--- src/rtl/link_pulse_gen.sv ---
module link_pulse_gen #(
  parameter int INTERVAL_MS = 16
) (
  input  logic clk,
  input  logic rst_n,
  input  logic bit_tick,
  input  logic ms_tick,
  input  logic tx_active,
  input  logic eof_done,
  output logic lp_req
);
  localparam int CW = $clog2(INTERVAL_MS + 1);
  localparam logic [CW-1:0] LAST = CW'(INTERVAL_MS - 1);

  logic [CW-1:0] ms_cnt;
  logic          armed;

  // traffic restarts the quiet interval and drops any pending pulse
  wire restart = tx_active | eof_done;
  wire expire  = ms_tick & ~restart & (ms_cnt == LAST);
  wire start   = armed & bit_tick & ~restart & ~lp_req;

  always_ff @(posedge clk) begin
    if (!rst_n)                 ms_cnt <= '0;
    else if (restart || expire) ms_cnt <= '0;
    else if (ms_tick)           ms_cnt <= ms_cnt + 1'b1;
  end

  always_ff @(posedge clk) begin
    if (!rst_n)       armed <= 1'b0;
    else if (restart) armed <= 1'b0;
    else if (expire)  armed <= 1'b1;
    else if (start)   armed <= 1'b0;
  end

  // a started pulse ends only on the next bit boundary
  always_ff @(posedge clk) begin
    if (!rst_n)                 lp_req <= 1'b0;
    else if (lp_req && bit_tick) lp_req <= 1'b0;
    else if (start)             lp_req <= 1'b1;
  end
endmodule

--- config.mk ---
export PLATFORM = sky130hd
export DESIGN_NAME = link_pulse_gen
export DESIGN_NICKNAME = d
export VERILOG_FILES = /design/src/rtl/link_pulse_gen.sv
export SDC_FILE = /design/constraint.sdc
export NUM_CORES = 1
export LEC_CHECK = 0
export ABC_CLOCK_PERIOD_IN_PS = 1500
export BUFFER_PORTS_ARGS = -buffer_cell sky130_fd_sc_hd__buf_2
export CORE_AREA = 3 3 40 42
export CTS_CLUSTER_DIAMETER = 50
export CTS_CLUSTER_SIZE = 10
export DETAILED_ROUTE_END_ITERATION = 10
export DIE_AREA = 0 0 43 45
export PLACE_DENSITY = 0.54
export SETUP_SLACK_MARGIN = 0.02
export SLEW_MARGIN = 30
export SYNTH_ARGS = -nofsm -noshare
export SYNTH_HDL_FRONTEND = slang
export SYNTH_SLANG_ARGS = --single-unit
--- constraint.sdc ---
create_clock -name clk -period 1.5 [get_ports clk]
set_input_delay 0.075 -clock clk [delete_from_list [all_inputs] [get_ports clk]]
set_output_delay 0.075 -clock clk [all_outputs]
set_load 0.005 [all_outputs]
==> results.ini, run 1 <==
[floorplan]
start_util_pct=27.1
row_count=13
die_area_um2=1940
dieHeight_um=45
core_um2=1280
boundaryPins=7
die_x_um=43

[setup_path]
crit_slowest_cell=dfxtp_1
cp_common_cell=ha_1
timing.rr.start=ms_cnt[0]
critPathKind=register to register
startpoint_type=register
path_cells=ha_1 > and3_1 > ha_1 > nand2_4 > nand3_4 > a211oi_2
reg2reg_depth=6
slowest_delay_ns=0.33
rrSetupSlack_ns=0.13
crit_required_ns=1.68
cp-end-kind=register
worstPathArrival_ns=1.54
critPathMaxFanout=5
regToRegEndpoint=ms_cnt[4]

[drt]
drtPass1Iterations=2
drc=0
via_per_inst=4.28
detail_route.iter0.violations=3
routed_wl_um=515
via_count=248
routedWlPerCell_um=8.88
postRouteAntennaNets=0

[clock_network]
clock-sinks=7
cts.path.max_buffers=2
h-tree-depth=1
cts_resized=0
post_cts_buffers=0
clkSlewWorstSetupHoldPaths_ns=0.05
cts_root_buffer=clkbuf_4
cts-buffers-inserted=3
clock_latency_ns=0.25
hold_buffers=0
cts_tree=done

[final_layout]
fillers=137
final_util_pct=32.0
layout_commonest_cell=dfxtp_1
final_cell_count_no_fill=58
drive_above_1_share_pct=32.6
nNetsFinal=52
mostFrequentLayoutCells=dfxtp_1 (7), buf_2 (6), nor2_1 (5)
area_growth_pct=18.3
antenna_cells=0
design_area_um2=412

[min_path]
hold_path.class=primary input to register
hold_end=armed
hold_path.startpoint=rst_n
hold_depth=3

[global_routing]
grt_pass1_wl_um=890
grt_use_total_pct=7.18
antenna_found_initial=0
grt_max_degree=8
grt.overflow.total=0
grt_pass1_vias=220

[placed_design]
gp_congestion=0.616
port_buffers=6
place_area_um2=385
dp.cells=54
dp_hpwl_um=393

[timing]
setup_viol=0
setup_tns_ns=0
rsz0062_at_grt=no
fmax_ghz=0.731
final-hold-violation-count=0
period_needed_ns=1.37
fin_crit_sh_pct=91.2
slew_violations=0
tightestPinTransition_ns=0.189
max-slew-margin-rel_pct=87.4
skew_ns=0.00122

[synth]
synth_cells=34
ys_seq_elements=7
synth_fp_nets=42
syn_area_um2=348
ys_seq_area_share_pct=40.3
synth_cell_types=19
yosys_warnings=0
syn_avg_cell_area_um2=10.2

[power_and_ir_drop]
peakVddDrop_uv=582
power.total_w=0.000385
p_per_area_nw_per_um2=936
power_leakage_nw=0.183

[status]
status=complete, no violations

[flow_run]
drv_cap=0

## flip-flops by register name, summed over array words and instances (netlist names)
| signal | flops |
|---|---|
| armed | 1 |
| lp_req | 1 |
| ms_cnt | 5 |
## power by group
group	switching (W)	internal, W	total [W]	leakage [nW]
clock network	0.0000677	0.000101	0.000169	0.0150
logic	0.0000154	0.0000117	0.0000271	0.111
registers	0.00000119	0.000188	0.000189	0.0565
total	0.0000843	0.000301	0.000385	0.183
## Yosys cell counts, drive strengths merged
master / number / area [um^2]
dfxtp: 7 / 140
nand4: 1 / 12.5
ha: 2 / 25.0
a21oi: 1 / 5.00
nand4b: 1 / 8.76
xnor2: 1 / 8.76
buf: 1 / 11.3
inv: 2 / 7.51
nand2: 4 / 22.5
mux2i: 1 / 10.0
a21boi: 1 / 7.51
o21ai: 1 / 5.00
nand3: 1 / 17.5
and3: 1 / 6.26
a211oi: 1 / 12.5
nor2: 6 / 30.0
xor2: 2 / 17.5
## per-layer routing
layer  wire length, um  track usage, %  part of all wire (%)  vias to the layer above
met2               206            8.68                    40                        8
met3                46            4.78                   8.9                        4
met1               236            7.30                    46                      105
met5                 0               0                     0                        -
met4                25            9.04                   4.9                        0
li1                  -               -                     -                      131
## critical path, delay by kind of cell, from the launching register on
family / cells / cell delay [ns]
compound gates: 1 / 0.18
fa+ha+maj: 2 / 0.41
flops: 1 / 0.33
simple gates: 3 / 0.36
## metrics by stage
step	worst slack [ns]	hold slack, ns
2_1_floorplan	0.192	0.191
3_3_place_gp	0.144	0.340
3_5_place_dp	0.130	0.352
4_1_cts	0.118	0.0815
5_1_grt	0.0280	0.0750
6_report	0.133	0.0915
## worst max path at each step
stage	to	cells past startpoint	start	slack, ns
5_1_grt	ms_cnt[4]	6	ms_cnt[0]	0.03
3_5_place_dp	ms_cnt[4]	6	ms_cnt[0]	0.13
2_1_floorplan	ms_cnt[4]	6	ms_cnt[0]	0.19
3_3_place_gp	ms_cnt[4]	6	ms_cnt[0]	0.14
6_report	ms_cnt[4]	6	ms_cnt[0]	0.13
4_1_cts	ms_cnt[4]	6	ms_cnt[0]	0.12
## cell families after synthesis
kind of cell | synth area share [%]
buffers and inverters | 5.40
adder cells (fa/ha/maj) | 7.19
flip-flops | 40.3
multiplexers | 2.88
XOR/XNOR | 7.56
AO/OA/AOI/OAI | 8.63
AND/OR/NAND/NOR | 28.1
## cell type report
type / count / area, um^2 / area share, %
multi-input combinational: 24 / 189 / 45.9
tap: 15 / 18.8 / 4.56
inverter: 2 / 7.51 / 1.82
clock buffer: 4 / 26.3 / 6.38
timing repair buffer: 6 / 30.0 / 7.29
sequential: 7 / 140 / 34.0
(Power assumes the default switching activity.)
==> run 2, diff against run 1 <==
--- a/config.mk
+++ b/config.mk
@@ -5,14 +5,17 @@
 export SDC_FILE = /design/constraint.sdc
 export NUM_CORES = 1
 export LEC_CHECK = 0
+export ABC_AREA = 0
 export ABC_CLOCK_PERIOD_IN_PS = 1500
 export BUFFER_PORTS_ARGS = -buffer_cell sky130_fd_sc_hd__buf_2
+export CELL_PAD_IN_SITES_DETAIL_PLACEMENT = 0
+export CELL_PAD_IN_SITES_GLOBAL_PLACEMENT = 1
 export CORE_AREA = 3 3 40 42
 export CTS_CLUSTER_DIAMETER = 50
 export CTS_CLUSTER_SIZE = 10
 export DETAILED_ROUTE_END_ITERATION = 10
 export DIE_AREA = 0 0 43 45
-export PLACE_DENSITY = 0.54
+export PLACE_DENSITY = 0.63
 export SETUP_SLACK_MARGIN = 0.02
 export SLEW_MARGIN = 30
 export SYNTH_ARGS = -nofsm -noshare
==> run 2 against run 1 <==
- sequential power is essentially flat
- clock power about the same
- utilization rose by 0.39 points
- combinational power about the same
- clock skew increased by 0.0028 ns
- sequential share of layout area down 0.11 points
- via count grew 6.0%
- largest power group unchanged
- largest cell class unchanged
- critical path depth is the same
- non-clock buffer count unchanged
- cell count stayed put
- critical endpoint unchanged
- design area grew 1.2%
- highest routed layer is now met3
- critical path type unchanged
- first-iteration DRC count shrank 67%
==> results.ini, run 2 (synthesis gave the netlist of run 1 again) <==
[clock_network]
clock-sinks=7
cts_root_buffer=clkbuf_4
cts.path.max_buffers=2
h-tree-depth=1
clock_latency_ns=0.25
hold_buffers=0
cts-buffers-inserted=3
cts_tree=done
clkSlewWorstSetupHoldPaths_ns=0.06

[timing]
setup_viol=0
period_needed_ns=1.35
fin_hold_ws_ns=0.0913
setup_tns_ns=0
fin_crit_sh_pct=89.8
final-hold-violation-count=0
skew_ns=0.00406
tightestPinTransition_ns=0.189
rsz0062_at_grt=no
fmax_ghz=0.742
setup_ws_ns=0.153
max-slew-margin-rel_pct=87.4
slew_violations=0

[placed_design]
port_buffers=6
gp_congestion=0.755
post-place-ws_ns=0.104
dp_hpwl_um=511

[setup_path]
regToRegEndpoint=ms_cnt[4]
worstPathArrival_ns=1.52
rrSetupSlack_ns=0.15
timing.rr.start=ms_cnt[0]
crit_slowest_cell=dfxtp_2
slowest_delay_ns=0.34
crit_required_ns=1.67
path_cells=ha_1 > and3_1 > ha_2 > nand2_4 > nand3_4 > a211oi_2
critPathKind=register to register
path_delay_family=adder cells
reg2reg_depth=6
path_buf_inv=0
critPathMaxFanout=5
startpoint_type=register
cp-end-kind=register

[final_layout]
largest_registers=ms_cnt x5, armed x1, lp_req x1
largest_reg_flops=5
fillers=134
nNetsFinal=52
final_util_pct=32.4
drive_above_1_share_pct=39.5
top_register=ms_cnt
antenna_cells=0
mostFrequentLayoutCells=dfxtp_1 (6), buf_2 (6), nor2_1 (5)
area_growth_pct=19.8

[flow_run]
drv_cap=0

[floorplan]
die_x_um=43
core_um2=1280
boundaryPins=7
die_area_um2=1940
row_count=13
start_util_pct=27.1
dieHeight_um=45

[global_routing]
grt_pass1_wl_mm=1.04
grt_pass1_vias=265
grt.overflow.total=0
grt_max_degree=8
grt_use_total_pct=7.51
antenna_found_initial=0

[drt]
postRouteAntennaNets=0
via_per_inst=4.53
via_count=263
drc=0
detail_route.iter0.violations=1
routedWlPerCell_um=10.4
routed_wl_um=604
drtPass1Iterations=4

[min_path]
hold_path.startpoint=rst_n
hold_end=armed
hold_depth=3
hold_path.class=primary input to register

[power_and_ir_drop]
p_int_w=0.000297
power_leakage_nw=0.185
seqPwrFrac_pct=49.2
power_switching_w=0.0000873
p_sw_share_pct=22.7
peakVddDrop_uv=423
combPwrFrac_pct=7.1
p_per_area_nw_per_um2=922
clkPwrFrac_pct=43.7

[status]
status=complete, no violations

## run 2: changes by cell type in the layout (fill, tap and decap cells not counted)
| cell | change |
|---|---|
| clkinv_2 | +1 |
| dfxtp_1 | -1 |
| dfxtp_2 | +1 |
| ha_1 | -1 |
| clkbuf_1 | -1 |
| ha_2 | +1 |
## run 2: worst max path at each step
stage / startpoint / endpoint / slack [ns] / depth (start not counted)
2_1_floorplan: ms_cnt[0] / ms_cnt[4] / 0.19 / 6
3_5_place_dp: ms_cnt[0] / ms_cnt[4] / 0.10 / 6
6_report: ms_cnt[0] / ms_cnt[4] / 0.15 / 6
4_1_cts: ms_cnt[0] / ms_cnt[4] / 0.09 / 6
3_3_place_gp: ms_cnt[0] / ms_cnt[4] / 0.14 / 6
5_1_grt: ms_cnt[0] / ms_cnt[4] / 0.06 / 6
## run 2: worst min-delay path, delay by kind of cell
| kind | cells | cell delay [ns] |
|---|---|---|
| AOI/OAI and AO/OA | 1 | 0.04 |
| and+or+nand+nor | 1 | 0.05 |
| buffers and inverters | 1 | 0.13 |
## run 2: layer usage
metal | global-route usage (%) | share of wire, % | routed length [um]
met2 | 13.2 | 55 | 331
met3 | 5.18 | 7.6 | 46
met1 | 7.28 | 37 | 225
met5 | 0 | 0 | 0
met4 | 1.81 | 0 | 0
## run 2: power groups by stage
| stage | combinational (W) | clock, W | sequential, W |
|---|---|---|---|
| final | 0.0000272 | 0.000168 | 0.000189 |
| after global routing | 0.0000304 | 0.000185 | 0.000189 |
| after CTS | 0.0000277 | 0.000176 | 0.000189 |
| after detailed placement | 0.0000277 | 0 | 0.000193 |
| after global placement | 0.0000259 | 0 | 0.000193 |
| after floorplan | 0.0000184 | 0 | 0.000193 |
## run 2: area by class of cell
class	instances	area [um^2]	share of cell area (%)
clock buffer	3	22.5	5.41
clock inverter	1	5.00	1.20
inverter	2	7.51	1.80
multi-input combinational	24	191	45.9
sequential	7	141	33.9
tap	15	18.8	4.50
timing repair buffer	6	30.0	7.21
## run 2: repair_timing
action,4_1_cts,5_1_grt
endpoints found under the hold margin,0,0
gates resized for setup,0,2
buffers inserted,0,0
endpoints found under the setup margin,0,1
## run 2: stage by stage
step                cell area (um^2)  power [W]  instances
floorplan                        348   0.000211         34
global placement                 385   0.000219         54
detailed placement               385   0.000221         54
CTS                              413   0.000393         58
global route                     417   0.000405         58
finish                           417   0.000384         58
